$ cat src/rtl/chg_io_pkg.sv
package chg_io_pkg;
  typedef enum logic [1:0] {
    ST_IDLE  = 2'd0,
    ST_SCAN  = 2'd1,
    ST_WRITE = 2'd2,
    ST_READ  = 2'd3
  } io_state_t;
endpackage

$ cat src/rtl/chg_io_shadow.sv
module chg_io_shadow #(
  parameter int NUM_IN = 4,
  parameter int DATA_W = 8,
  localparam int IDX_W = (NUM_IN > 1) ? $clog2(NUM_IN) : 1
) (
  input  logic                     clk_i,
  input  logic                     rst_ni,
  input  logic [NUM_IN*DATA_W-1:0] in_data_i,
  input  logic [IDX_W-1:0]         sel_i,
  input  logic                     upd_i,
  input  logic [DATA_W-1:0]        upd_data_i,
  output logic [DATA_W-1:0]        cur_o,
  output logic                     diff_o
);
  logic [DATA_W-1:0] live_w [NUM_IN];
  logic [DATA_W-1:0] copy_q [NUM_IN];

  for (genvar g = 0; g < NUM_IN; g++) begin : g_slot
    assign live_w[g] = in_data_i[g*DATA_W +: DATA_W];
    always_ff @(posedge clk_i or negedge rst_ni) begin
      if (!rst_ni)                                copy_q[g] <= '0;
      else if (upd_i && (sel_i == IDX_W'(g)))     copy_q[g] <= upd_data_i;
    end
  end

  assign cur_o  = live_w[sel_i];
  assign diff_o = live_w[sel_i] != copy_q[sel_i];
endmodule

$ cat src/rtl/chg_io_seq.sv
module chg_io_seq
  import chg_io_pkg::*;
#(
  parameter int              NUM_IN   = 4,
  parameter int              DATA_W   = 8,
  parameter int              ADDR_W   = 16,
  parameter logic [ADDR_W-1:0] IN_BASE  = 16'h0100,
  parameter logic [ADDR_W-1:0] RES_ADDR = 16'h0200,
  localparam int             IDX_W    = (NUM_IN > 1) ? $clog2(NUM_IN) : 1
) (
  input  logic              clk_i,
  input  logic              rst_ni,
  input  logic              scan_req_i,
  input  logic              fetch_req_i,
  input  logic              diff_i,
  input  logic [DATA_W-1:0] cur_i,
  output logic [IDX_W-1:0]  idx_o,
  output logic              upd_o,
  output logic [DATA_W-1:0] upd_data_o,
  output logic              scan_done_o,
  output logic              changed_o,
  output logic [DATA_W-1:0] res_data_o,
  output logic              res_valid_o,
  output logic              bus_req_o,
  input  logic              bus_gnt_i,
  output logic              bus_we_o,
  output logic [ADDR_W-1:0] bus_addr_o,
  output logic [DATA_W-1:0] bus_wdata_o,
  input  logic [DATA_W-1:0] bus_rdata_i
);
  localparam logic [IDX_W-1:0] LAST = IDX_W'(NUM_IN - 1);

  io_state_t         st_q;
  logic [IDX_W-1:0]  idx_q;
  logic [DATA_W-1:0] wbuf_q;
  logic              any_q;

  always_ff @(posedge clk_i or negedge rst_ni) begin
    if (!rst_ni) begin
      st_q        <= ST_IDLE;
      idx_q       <= '0;
      wbuf_q      <= '0;
      any_q       <= 1'b0;
      scan_done_o <= 1'b0;
      changed_o   <= 1'b0;
      res_data_o  <= '0;
      res_valid_o <= 1'b0;
    end else begin
      scan_done_o <= 1'b0;
      res_valid_o <= 1'b0;
      unique case (st_q)
        ST_IDLE: begin
          if (scan_req_i) begin
            st_q  <= ST_SCAN;
            idx_q <= '0;
            any_q <= 1'b0;
          end else if (fetch_req_i) begin
            st_q <= ST_READ;
          end
        end
        ST_SCAN: begin
          if (diff_i) begin
            wbuf_q <= cur_i;
            st_q   <= ST_WRITE;
          end else if (idx_q == LAST) begin
            scan_done_o <= 1'b1;
            changed_o   <= any_q;
            st_q        <= ST_IDLE;
          end else begin
            idx_q <= idx_q + 1'b1;
          end
        end
        ST_WRITE: begin
          if (bus_gnt_i) begin
            any_q <= 1'b1;
            if (idx_q == LAST) begin
              scan_done_o <= 1'b1;
              changed_o   <= 1'b1;
              st_q        <= ST_IDLE;
            end else begin
              idx_q <= idx_q + 1'b1;
              st_q  <= ST_SCAN;
            end
          end
        end
        ST_READ: begin
          if (bus_gnt_i) begin
            res_data_o  <= bus_rdata_i;
            res_valid_o <= 1'b1;
            st_q        <= ST_IDLE;
          end
        end
        default: st_q <= ST_IDLE;
      endcase
    end
  end

  // stored copy follows only a granted write
  assign upd_o       = (st_q == ST_WRITE) && bus_gnt_i;
  assign upd_data_o  = wbuf_q;
  assign idx_o       = idx_q;
  assign bus_req_o   = (st_q == ST_WRITE) || (st_q == ST_READ);
  assign bus_we_o    = (st_q == ST_WRITE);
  assign bus_addr_o  = (st_q == ST_WRITE) ? (IN_BASE + ADDR_W'(idx_q)) : RES_ADDR;
  assign bus_wdata_o = wbuf_q;
endmodule

$ cat src/rtl/chg_io_ctrl.sv
module chg_io_ctrl #(
  parameter int              NUM_IN   = 4,
  parameter int              DATA_W   = 8,
  parameter int              ADDR_W   = 16,
  parameter logic [ADDR_W-1:0] IN_BASE  = 16'h0100,
  parameter logic [ADDR_W-1:0] RES_ADDR = 16'h0200,
  localparam int             IDX_W    = (NUM_IN > 1) ? $clog2(NUM_IN) : 1
) (
  input  logic                     clk_i,
  input  logic                     rst_ni,
  input  logic [NUM_IN*DATA_W-1:0] in_data_i,
  input  logic                     scan_req_i,
  input  logic                     fetch_req_i,
  output logic                     scan_done_o,
  output logic                     changed_o,
  output logic [DATA_W-1:0]        res_data_o,
  output logic                     res_valid_o,
  output logic                     bus_req_o,
  input  logic                     bus_gnt_i,
  output logic                     bus_we_o,
  output logic [ADDR_W-1:0]        bus_addr_o,
  output logic [DATA_W-1:0]        bus_wdata_o,
  input  logic [DATA_W-1:0]        bus_rdata_i
);
  logic [IDX_W-1:0]  idx_w;
  logic              upd_w;
  logic [DATA_W-1:0] upd_data_w;
  logic [DATA_W-1:0] cur_w;
  logic              diff_w;

  chg_io_shadow #(.NUM_IN(NUM_IN), .DATA_W(DATA_W)) u_shadow (
    .clk_i      (clk_i),
    .rst_ni     (rst_ni),
    .in_data_i  (in_data_i),
    .sel_i      (idx_w),
    .upd_i      (upd_w),
    .upd_data_i (upd_data_w),
    .cur_o      (cur_w),
    .diff_o     (diff_w)
  );

  chg_io_seq #(
    .NUM_IN(NUM_IN), .DATA_W(DATA_W), .ADDR_W(ADDR_W),
    .IN_BASE(IN_BASE), .RES_ADDR(RES_ADDR)
  ) u_seq (
    .clk_i       (clk_i),
    .rst_ni      (rst_ni),
    .scan_req_i  (scan_req_i),
    .fetch_req_i (fetch_req_i),
    .diff_i      (diff_w),
    .cur_i       (cur_w),
    .idx_o       (idx_w),
    .upd_o       (upd_w),
    .upd_data_o  (upd_data_w),
    .scan_done_o (scan_done_o),
    .changed_o   (changed_o),
    .res_data_o  (res_data_o),
    .res_valid_o (res_valid_o),
    .bus_req_o   (bus_req_o),
    .bus_gnt_i   (bus_gnt_i),
    .bus_we_o    (bus_we_o),
    .bus_addr_o  (bus_addr_o),
    .bus_wdata_o (bus_wdata_o),
    .bus_rdata_i (bus_rdata_i)
  );
endmodule

$ cat config.mk
export PLATFORM = sky130hd
export DESIGN_NAME = chg_io_ctrl
export DESIGN_NICKNAME = d
export VERILOG_FILES = /design/src/rtl/chg_io_pkg.sv /design/src/rtl/chg_io_shadow.sv /design/src/rtl/chg_io_seq.sv /design/src/rtl/chg_io_ctrl.sv
export SDC_FILE = /design/constraint.sdc
export NUM_CORES = 1
export LEC_CHECK = 0
export BUFFER_PORTS_ARGS = -buffer_cell sky130_fd_sc_hd__buf_2
export CAP_MARGIN = 20
export CORE_ASPECT_RATIO = 0.5
export CORE_MARGIN = 5
export CORE_UTILIZATION = 47
export DETAILED_ROUTE_END_ITERATION = 12
export PLACE_DENSITY = 0.76
export SETUP_SLACK_MARGIN = 0.2
export SYNTH_ARGS = -nofsm -noshare
export SYNTH_HDL_FRONTEND = slang
export SYNTH_HIERARCHICAL = 1
export SYNTH_SLANG_ARGS = --single-unit
$ cat constraint.sdc
create_clock -name clk_i -period 2.6 [get_ports clk_i]
set_clock_uncertainty 0.2 [all_clocks]
set_input_delay 0.13 -clock clk_i [delete_from_list [all_inputs] [get_ports clk_i]]
set_output_delay 0.13 -clock clk_i [all_outputs]
set_load 0.005 [all_outputs]
Word level (Yosys, flattened, before mapping)
Cells that the tools add are included.
- register bits: 56
- input port bits: 45
- output and inout port bits: 37
- word-level logic and storage cells: 82
- add/subtract/negate cells: 2
- order comparisons: 1
- equal/unequal tests: 15
- mux-type cells: 34
- bitwise gates (word level): 1
- reduce and logical (&&, ||, !) cells: 17
- operators by type and width (cell ; count):
    $bmux W8 S2 ; 2
    $mux W8 ; 4
    $mux W2 ; 10
    $mux W16 ; 1
    $mux W1 ; 12
    $add A9 B2 Y10 const A ; 1
    $eq A2 B2 Y1 const B ; 4
    $ne A2 B2 Y1 const B ; 4
    $ne A8 B8 Y1 ; 1
    $pmux W2 S4 ; 1
    $reduce_and A4 Y1 ; 2
    $pmux W1 S2 ; 3
    $pmux W2 S3 ; 1
    $logic_and A1 B1 Y1 ; 5
    $reduce_and A5 Y1 ; 1
    $eq A2 B1 Y1 const B ; 2
    $logic_not A2 Y1 ; 2
    $ne A2 B1 Y1 const B ; 2
    $reduce_and A2 Y1 ; 2
    $reduce_bool A2 Y1 ; 2
    $ge A3 B3 Y1 const B ; 1
    $ne A3 B2 Y1 const B ; 1
    $ne A3 B3 Y1 const B ; 1
    $not A2 Y3 ; 1
    4 further kinds ; 4

Longest topological paths before layout
Gate-level depths: netlist (run 1).
- depth in word-level cells: 7
- depth in mapped cells: 9
- depth with buffers taken out: 8

Modules after synthesis
The synthesis (run 1) kept the hierarchy.
- by module, submodules not included (module ; instances ; cells each ; area an instance (µm²)):
    chg_io_shadow ; 1 ; 99 ; 1696.6
    chg_io_seq ; 1 ; 110 ; 1303.8

Worst setup path before layout (run 1)
No wires, ideal clock.
- path kind: register to register
- start: register u_seq.idx_q[0] (netlist: u_seq/idx_o[0])
- end: register u_seq.idx_q[0] (netlist: u_seq/idx_o[0])
- library setup time: 0.125 ns
- arrival time: 2.343 ns
- required time: 2.275 ns
- path slack: -0.068 ns
- cell stages (with the launch flop): 10
- buffers on the path: 1
- cell sequence: dfrtp_1 > buf_6 > mux4_2 > xor2_1 > nor4_1 > nand2_1 > nand2_4 > o2111a_1 > nand2_1 > mux2_2
- cells in the longest elaborated chain, start to end: 7
- ends and longest elaborated chain (what ; line ; source):
    start: declaration ; chg_io_seq.sv:34 ; logic [IDX_W-1:0] idx_q;
    start signal: assignment ; chg_io_seq.sv:70 ; idx_q <= idx_q + 1'b1;
    start signal: assignment ; chg_io_seq.sv:81 ; idx_q <= idx_q + 1'b1;
    $not A2 Y3 ; n/a ;
    $bmux W8 S2 ; n/a ;
    $mux W8 (2 in series) ; n/a ;
    net cur_w[3] ; chg_io_ctrl.sv:28 ; logic [DATA_W-1:0] cur_w;
    $ne A8 B8 Y1 ; chg_io_shadow.sv:27 ; assign diff_o = live_w[sel_i] != copy_q[sel_i];
    net diff_w ; chg_io_ctrl.sv:29 ; logic diff_w;
    $ne A2 B2 Y1 (no line) ; n/a ;
    $reduce_and A4 Y1 (no line) ; n/a ;
The timed path passes the listed nets, and every way through them passes these cells. The select of a mux whose other input is x is not followed.
A chain may end at the register's enable or synchronous reset.

Final worst setup path (run 1)
- start: register u_seq.idx_q[0] (netlist: u_seq/idx_o[0])
- end: register u_seq.idx_q[0] (netlist: u_seq/idx_o[0])
- cells in the longest elaborated chain, start to end: 7
- ends and longest elaborated chain (what ; line):
    $not A2 Y3 (implied by the code) (*) ; chg_io_shadow.sv:27
    $bmux W8 S2 ; chg_io_shadow.sv:27
    $mux W8 (implied by the code) (2 in series) ; chg_io_shadow.sv:27
    $ne A8 B8 Y1 (*) ; chg_io_shadow.sv:27
    net diff_w ; chg_io_ctrl.sv:29
    $ne A2 B2 Y1 (no line) (*) ; n/a
    $reduce_and A4 Y1 (no line) (*) ; n/a
The timed path passes the listed nets; every way through them passes the cells marked *. The select of a mux whose other input is x is not followed.

==> flow_metrics.tcl, run 1 <==
set metrics [dict create \
    synth-seq-cells 56 \
    htreeDepth 2 \
    synth_xor_area_share_pct 2.34 \
    clkLatencyLatePin_ps 290 \
    crit_arrival_ps 2840 \
    synth_area_leaders "dfrtp_1, mux2_2, mux4_2" \
    routed_wl_mm 6.69 \
    fill_cells 474 \
    antenna_found_initial 0 \
    grt_pass1_wl_mm 10.8 \
    ir_worst_vdd_v 0.000403 \
    multi_input_area_mm2 0.00142 \
    clk_pin_slew_ps 70 \
    p_per_area_mw_per_mm2 1110 \
    rsz0062_at_grt "yes" \
    cts.sinks 56 \
    via_per_inst 5.10 \
    root_buffer "clkbuf_16" \
    die_w_um 123 \
    initial_core_util_pct 48.9 \
    die_h_um 66.5 \
    holdWs_ps 81.5 \
    synth-compound-area-share_pct 2.25 \
    numPortBuffers 69 \
    gp_congestion 0.852 \
    grt_max_degree 46 \
    crit_type "flip-flop to flip-flop" \
    maxCapViolCount 0 \
    min_path_type "input pin to flip-flop" \
    area_growth_pct 25.5 \
    synth_edf_count 0 \
    final_hold_viol_count 0 \
    fmax_mhz 349 \
    fin_nets 354 \
    drive_above_1_share_pct 58.3 \
    syn_inst 209 \
    timing.final.crit_share_pct 110 \
    num_vias 1989 \
    tns_ps -2730 \
    globalRoute.totalOverflow 0 \
    worst_pin_slew_ps 497 \
    timing.final.ws_setup_ps -266 \
    synth_top_family_by_area "multiplexers" \
    clockBufferDepth 2 \
    cts_tree "done" \
    synth_cell_types 32 \
    synth_top_area_share_pct 46.7 \
    synth_flop_cell "dfrtp_1" \
    synth_fa_ha_area_share_pct 3.34 \
    crit_required_ps 2570 \
    dpl-instance-area_mm2 0.00343 \
    synth.avg_cell_area_um2 14.4 \
    core-area_mm2 0.00613 \
    ios 82 \
    antenna_left 0 \
    cts_made_buffers 5 \
    p_leak_uw 0.00181 \
    synth_mux_area_share_pct 32.3 \
    endpoint_kind "flip-flop" \
    synth_warnings 6 \
    async_flop_share_pct 100 \
    ys_seq_area_share_pct 46.7 \
    rows 20 \
    status "complete, but fails checks" \
    violations "setup timing" \
    grt_pass1_vias 2102 \
    wl_per_cell_um 17.2 \
    antenna_cells 0 \
    regArea_mm2 0.00140 \
    drt_pass1_iterations 4 \
    grt_util_all_layers_pct 17.3 \
    final_core_util_pct 61.4 \
    maxSlewViolCount 0 \
    finalSetupViolCount 14 \
    syn-cell-area_mm2 0.00300 \
    drc 0 \
    dieArea_mm2 0.00818 \
    drtIter0Drc 128 \
    critPathLaunchType "flip-flop" \
    synth-simple-area-share_pct 5.00 \
    slew_headroom_pct 66.8 \
    synth_area_leader_cell "dfrtp_1" \
    final_area_mm2 0.00376 \
    dp_hpwl_mm 4.81 \
    cp_max_fo 7 \
    min_period_ps 2870 \
]
Yosys cell counts (2+ instances only):
master,instances
a21boi_0,2
a21oi_1,2
and2_2,3
buf_4,21
buf_6,3
dfrtp_1,56
ha_1,8
inv_1,6
mux2_2,50
mux2i_1,3
mux4_1,4
mux4_2,12
nand2_1,5
nand2b_1,2
nand3b_1,3
nor2_1,5
nor4_1,2
xor2_1,8
final timing paths:
kind / start / endpoint / slack (ps) / cells after the start
hold reg to reg: u_seq/res_data_o[0]$_DFFE_PN0P_ / u_seq/res_data_o[0]$_DFFE_PN0P_ / 300 / 1
hold / removal: fetch_req_i / u_seq/st_q[1]$_DFFE_PN0P_ / 80 / 4
setup reg to reg: u_seq/idx_o[0]$_DFFE_PN0P_ / u_seq/idx_o[0]$_DFFE_PN0P_ / -270 / 11
min in group asynchronous: rst_ni / u_shadow/copy_q[2]$_DFFE_PN0P_ / 510 / 3
setup / recovery: u_seq/idx_o[0]$_DFFE_PN0P_ / u_seq/idx_o[0]$_DFFE_PN0P_ / -270 / 11
max in group asynchronous: rst_ni / u_seq/res_data_o[7]$_DFFE_PN0P_ / 1090 / 5
worst max-delay path, cell delays in order, from the launching register on:
cell	delay, ps
dfrtp_2	390
buf_12	140
buf_8	130
buf_6	120
mux4_2	500
xor2_1	180
nor4_2	320
nand2_2	130
nand2_4	100
o2111a_1	190
nand2_1	70
mux2_4	260
state kept, by name (all words and copies together) (netlist names):
| signal | count |
|---|---|
| u_seq/idx_o | 2 |
| u_seq/res_valid_o | 1 |
| u_shadow/copy_q | 32 |
| u_seq/scan_done_o | 1 |
| u_seq/st_q | 2 |
| u_seq/bus_wdata_o | 8 |
| u_seq/changed_o | 1 |
| u_seq/any_q | 1 |
| u_seq/res_data_o | 8 |
repair_timing:
item                                   in CTS  in global routing
resized for setup                          12                  0
endpoints found under the hold margin      52                  3
setup buffers                               2                  0
setup endpoints to repair                  14                 14
hold buffers                               10                  1
pin swaps                                  11                  3
cells by family (layout without fill, tap and decap cells):
kind of cell,after synthesis,in the layout
compound gates,9,9
mux,69,69
simple gates,25,25
flops,56,56
buf+inv,33,115
xor+xnor,8,8
other cells,1,12
fa+ha+maj,8,8
through the flow:
stage	worst slack [ps]	cells	power, uW
finish	-266	390	4200
global route	-392	390	4480
CTS	-200	388	4190
detailed placement	-292	368	3390
global placement	-280	368	3310
floorplan	0.170	220	2860
area by class of cell:
| class | count | share of cell area, % |
|---|---|---|
| Multi-Input combinational cell | 131 | 37.7 |
| Inverter | 7 | 0.764 |
| Tap cell | 88 | 2.92 |
| Clock buffer | 5 | 3.32 |
| Timing Repair Buffer | 100 | 17.5 |
| Clock inverter | 3 | 0.598 |
| Sequential cell | 56 | 37.3 |
placed cells by master (no fill, tap or decap), types with 2 or more instances in the layout:
cell type      instances
dfrtp_1               55
xor2_1                 8
mux2i_1                3
inv_1                  6
mux4_2                16
nor3b_2                2
buf_6                  2
a21oi_1                2
nor4_2                 2
mux2_2                49
buf_2                 69
and2_2                 3
nand2_1                4
dlygate4sd3_1         11
nand2b_1               2
conb_1                12
buf_4                 14
ha_1                   8
nor2_1                 4
nand3b_1               3
buf_12                 3
clkbuf_16              5
power breakdown:
group,leakage [uW],internal [uW],switching [uW],total [uW]
Clock,0.0000742,361,318,679
Combinational,0.00103,1150,850,2000
Sequential,0.000700,1250,268,1520
metal layers:
layer	vias to the layer above	global-route usage (%)	part of all wire (%)
li1	904	-	-
met4	0	4.55	0.85
met2	73	29.4	50
met3	4	3.65	8.0
met1	1008	22.9	41
met5	-	0	0
Power figures use the tool's default switching activity.
==> run 2, diff against run 1 <==
Clock period 2.6 ns to 2.45 ns, I/O delays scaled along.
==> run 2 against run 1 <==
Against the previous run:
- the run still ends with setup timing left
- critical path depth down 1
- sequential power up 6%
- total power grew 7.2%
- utilization down 0.24 points
- global-route usage is 0.096 points lower
- via count grew 0.50%
- wire length decreased by 1.9%
- flip-flop and latch count stayed put
- hold slack worse by 9.0 ps
- first-iteration DRC count is 7.8% lower
- non-clock buffer count shrank 3
- die area unchanged
- largest cell class unchanged
==> flow_metrics.tcl, run 2 (synthesis results as in run 1) <==
set metrics [dict create \
    status "complete, but fails checks" \
    violations "setup timing" \
    core-area_mm2 0.00613 \
    grt_pass1_vias 2119 \
    drtIter0Drc 118 \
    maxSlewViolCount 0 \
    root_buffer "clkbuf_16" \
    antenna_found_initial 0 \
    timing.final.ws_setup_ps -323 \
    ff2ff_path_depth 10 \
    min_path_type "input pin to flip-flop" \
    fin_cells 387 \
    ios 82 \
    grt_pass1_wl_mm 10.8 \
    preCtsSetupSlack_ps -311 \
    wl_per_cell_um 17.0 \
    worst_pin_slew_ps 512 \
    final_common_cell "buf_2" \
    placedCellCount 367 \
    critPathLaunchType "flip-flop" \
    p_leak_uw 0.00181 \
    routed_wl_mm 6.57 \
    hold_end "u_seq/st_q[1]$_DFFE_PN0P_" \
    via_per_inst 5.17 \
    rows 20 \
    drc 0 \
    rsz0062_at_grt "yes" \
    timing.final.crit_share_pct 113 \
    final_hold_viol_count 0 \
    die_w_um 123 \
    cts_made_buffers 5 \
    maxCapViolCount 0 \
    tns_ps -3590 \
    die_h_um 66.5 \
    crit_arrival_ps 2750 \
    endpoint_kind "flip-flop" \
    finalSetupViolCount 14 \
    num_vias 1999 \
    reg2reg_from "u_seq/idx_o[0]$_DFFE_PN0P_" \
    fmax_mhz 361 \
    grt_util_all_layers_pct 17.2 \
    final_area_mm2 0.00375 \
    drive_above_1_share_pct 57.9 \
    clk_pin_slew_ps 70 \
    crit_type "flip-flop to flip-flop" \
    p_per_area_mw_per_mm2 1200 \
    cp_max_fo 10 \
    cts_tree "done" \
    clkLatencyLatePin_ps 290 \
    hold_start "fetch_req_i" \
    htreeDepth 2 \
    numPortBuffers 69 \
    dpl-instance-area_mm2 0.00343 \
    antenna_cells 0 \
    crit_required_ps 2430 \
    r2r_end "u_seq/idx_o[0]$_DFFE_PN0P_" \
    min_period_ps 2770 \
    clockBufferDepth 2 \
    hold_depth 4 \
    slew_headroom_pct 65.8 \
    holdWs_ps 72.5 \
    regMostFlops "u_shadow/copy_q" \
    fin_nets 351 \
    mostFrequentLayoutCells "buf_2, dfrtp_1, mux2_2" \
    grt_max_degree 21 \
    drt_pass1_iterations 4 \
    dp_hpwl_mm 4.87 \
    antenna_left 0 \
    globalRoute.totalOverflow 0 \
    cts.sinks 56 \
    ir_worst_vdd_v 0.000412 \
    r2r_slack_ps -320 \
    dieArea_mm2 0.00818 \
    initial_core_util_pct 48.9 \
    gp_congestion 0.833 \
    largest_reg_flops 32 \
    area_growth_pct 25.0 \
]
## run 2: critical path: stages (launching register included)
cell,delay (ps)
dfrtp_2,390
buf_12,150
mux4_2,540
xor2_1,180
nor4_1,310
buf_4,180
nand2_2,80
nand2_4,100
o2111a_1,190
nand2_1,70
mux2_4,260
## run 2: timing repair
item	CTS	global route
gates cloned	0	0
endpoints found under the hold margin	34	0
pin swaps	2	2
setup endpoints to repair	14	14
hold buffers	10	0
resized for setup	1	7
setup buffers	0	2
## run 2: routing by layer
layer	GRT usage, %	routed length [um]	vias to the layer above
li1	-	-	907
met1	23.4	2950	1028
met2	28.7	3240	59
met3	3.48	320	5
met4	4.41	62	0
met5	0	0	-
## run 2: how the worst max path moves through the flow
stage	depth (start not counted)	slack, ps	start	end
4_1_cts	10	-340	u_seq/idx_o[0]$_DFFE_PN0P_	u_seq/idx_o[0]$_DFFE_PN0P_
3_3_place_gp	10	-260	u_seq/idx_o[0]$_DFFE_PN0P_	u_seq/idx_o[0]$_DFFE_PN0P_
6_report	10	-320	u_seq/idx_o[0]$_DFFE_PN0P_	u_seq/idx_o[0]$_DFFE_PN0P_
5_1_grt	10	-440	u_seq/idx_o[0]$_DFFE_PN0P_	u_seq/st_q[0]$_DFFE_PN0P_
3_5_place_dp	10	-310	u_seq/idx_o[0]$_DFFE_PN0P_	u_seq/st_q[0]$_DFFE_PN0P_
2_1_floorplan	9	-150	u_seq/idx_o[0]$_DFFE_PN0P_	u_seq/idx_o[0]$_DFFE_PN0P_
## run 2: cell type report
type | count | area, um^2
inverter | 7 | 28.8
fill | 501 | 2380
sequential | 56 | 1400
timing repair buffer | 97 | 618
tap | 88 | 110
clock buffer | 6 | 129
multi-input combinational | 131 | 1420
clock inverter | 2 | 38.8
## run 2: report_power, final
| group | switching, uW | leakage (uW) | internal (uW) |
|---|---|---|---|
| sequential | 277 | 0.000700 | 1330 |
| combinational | 875 | 0.00103 | 1200 |
| clock | 329 | 0.0000815 | 487 |
| total | 1480 | 0.00181 | 3020 |
## run 2: stage by stage
step	power (uW)	utilization (%)
2_1_floorplan	3030	-
3_3_place_gp	3510	56.0
3_5_place_dp	3610	56.0
4_1_cts	4450	60.4
5_1_grt	4810	61.2
6_report	4500	61.2
==> run 3, diff against run 2 <==
--- a/config.mk
+++ b/config.mk
@@ -6,5 +6,5 @@
 export NUM_CORES = 1
 export LEC_CHECK = 0
-export BUFFER_PORTS_ARGS = -buffer_cell sky130_fd_sc_hd__buf_2
+export BUFFER_PORTS_ARGS = -buffer_cell sky130_fd_sc_hd__buf_4
 export CAP_MARGIN = 20
 export CORE_ASPECT_RATIO = 0.5
--- a/constraint.sdc
+++ b/constraint.sdc
@@ -3,3 +3,3 @@
 set_input_delay 0.1225 -clock clk_i [delete_from_list [all_inputs] [get_ports clk_i]]
 set_output_delay 0.1225 -clock clk_i [all_outputs]
-set_load 0.005 [all_outputs]
+set_load 0.1 [all_outputs]
==> run 3 against run 2 <==
Against the previous run:
- setup slack lost 81 ps
- critical path depth is the same
- cell count grew 0.26%
- register-to-register slack lost 80 ps
- the flow still finishes with violations (setup timing)
- non-clock buffer count grew 2
==> flow_metrics.tcl, run 3 (synthesis results as in run 1) <==
set metrics [dict create \
    routed_wl_mm 6.92 \
    startpoint "u_seq/idx_o[0]$_DFFE_PN0P_" \
    hold_depth 4 \
    core-area_mm2 0.00613 \
    root_buffer "clkbuf_16" \
    drc 0 \
    final_common_cell "buf_4" \
    grt_max_degree 57 \
    numPortBuffers 69 \
    holdWs_ps 73.6 \
    antenna_found_initial 0 \
    hold_end "u_seq/st_q[0]$_DFFE_PN0P_" \
    grt_pass1_vias 2174 \
    crit_arrival_ps 2820 \
    maxCapViolCount 0 \
    min_path_type "input pin to flip-flop" \
    globalRoute.totalOverflow 0 \
    clkLatencyLatePin_ps 290 \
    die_h_um 66.5 \
    r2r_end "u_seq/bus_wdata_o[2]$_DFFE_PN0P_" \
    maxSlewViolCount 0 \
    worst_pin_slew_ps 702 \
    area_growth_pct 33.8 \
    regMostFlops "u_shadow/copy_q" \
    num_vias 1986 \
    reg2reg_from "u_seq/idx_o[0]$_DFFE_PN0P_" \
    cts.sinks 56 \
    initial_core_util_pct 48.9 \
    crit_type "flip-flop to flip-flop" \
    largest_reg_flops 32 \
    ff2ff_path_depth 10 \
    clockBufferDepth 2 \
    fmax_mhz 350 \
    grt_pass1_wl_mm 10.8 \
    endpoint_kind "flip-flop" \
    dieArea_mm2 0.00818 \
    min_period_ps 2850 \
    drtIter0Drc 50 \
    timing.final.crit_share_pct 116 \
    mostFrequentLayoutCells "buf_4, dfrtp_1, mux2_2" \
    finalSetupViolCount 14 \
    cp_max_fo 5 \
    timing.final.ws_setup_ps -403 \
    fill_cells 444 \
    violations "setup timing" \
    drive_above_1_share_pct 59.7 \
    slew_headroom_pct 53.2 \
    die_w_um 123 \
    final_area_mm2 0.00401 \
    critPathLaunchType "flip-flop" \
    cts_made_buffers 5 \
    htreeDepth 2 \
    cts_tree "done" \
    gp_congestion 0.789 \
    drt_pass1_iterations 4 \
    rsz0062_at_grt "yes" \
    crit_required_ps 2420 \
    status "complete, but fails checks" \
    hold_start "fetch_req_i" \
    dp_hpwl_mm 4.82 \
    antenna_left 0 \
    final_hold_viol_count 0 \
    wl_per_cell_um 17.8 \
    fin_nets 353 \
    via_per_inst 5.12 \
    clk_pin_slew_ps 70 \
    r2r_slack_ps -400 \
    antenna_cells 0 \
    rows 20 \
    grt_util_all_layers_pct 17.6 \
    dpl-instance-area_mm2 0.00361 \
    ios 82 \
]
[run 3: worst max path at each step]
stage / cells after the start / to
finish: 10 / u_seq/bus_wdata_o[2]$_DFFE_PN0P_
global route: 10 / u_seq/idx_o[0]$_DFFE_PN0P_
CTS: 10 / u_seq/idx_o[0]$_DFFE_PN0P_
detailed placement: 10 / u_seq/idx_o[0]$_DFFE_PN0P_
global placement: 10 / u_seq/idx_o[0]$_DFFE_PN0P_
floorplan: 9 / u_seq/idx_o[0]$_DFFE_PN0P_
[run 3: layout make-up]
cell class / count / area [um^2] / share of cell area, %
Inverter: 7 / 28.8 / 0.717
Clock inverter: 1 / 8.76 / 0.218
Clock buffer: 6 / 139 / 3.46
Multi-Input combinational cell: 131 / 1480 / 36.8
Timing Repair Buffer: 99 / 848 / 21.1
Sequential cell: 56 / 1400 / 34.9
Tap cell: 88 / 110 / 2.74
[run 3: per-stage QoR]
step / worst slack, ps / TNS (ps) / util, % / instances
detailed placement: -402 / -4740 / 58.9 / 366
CTS: -374 / -3980 / 64.7 / 385
global placement: -279 / -3330 / 58.9 / 366
finish: -403 / -4830 / 65.5 / 388
floorplan: -150 / -356 / - / 220
global route: -509 / -6400 / 65.5 / 388
[run 3: worst max-delay path: stages (launching register included)]
cell	delay (ps)
dfrtp_2	480
clkbuf_16	190
mux4_2	520
xor2_1	170
nor4_2	290
buf_4	170
nand2_4	60
nand2_4	90
buf_4	120
buf_12	120
mux2_2	320
[run 3: what timing repair did]
| action | in CTS | in global routing |
|---|---|---|
| pin swaps | 9 | 2 |
| endpoints found under the hold margin | 66 | 0 |
| gates cloned | 1 | 1 |
| resized for setup | 20 | 4 |
| endpoints found under the setup margin | 28 | 28 |
| hold buffers | 10 | 0 |
| setup buffers | 1 | 2 |
[run 3: routing by layer]
| layer | share of wire [%] | track usage (%) | vias up |
|---|---|---|---|
| li1 | - | - | 900 |
| met1 | 42 | 21.7 | 1018 |
| met2 | 52 | 31.0 | 60 |
| met3 | 5.2 | 3.99 | 8 |
| met4 | 1.3 | 5.66 | 0 |
| met5 | 0 | 0 | - |
Power of run 3 is left out: the tool's default activity adds up to more than one toggle a clock period on the data nets, which glitch-free logic cannot reach.
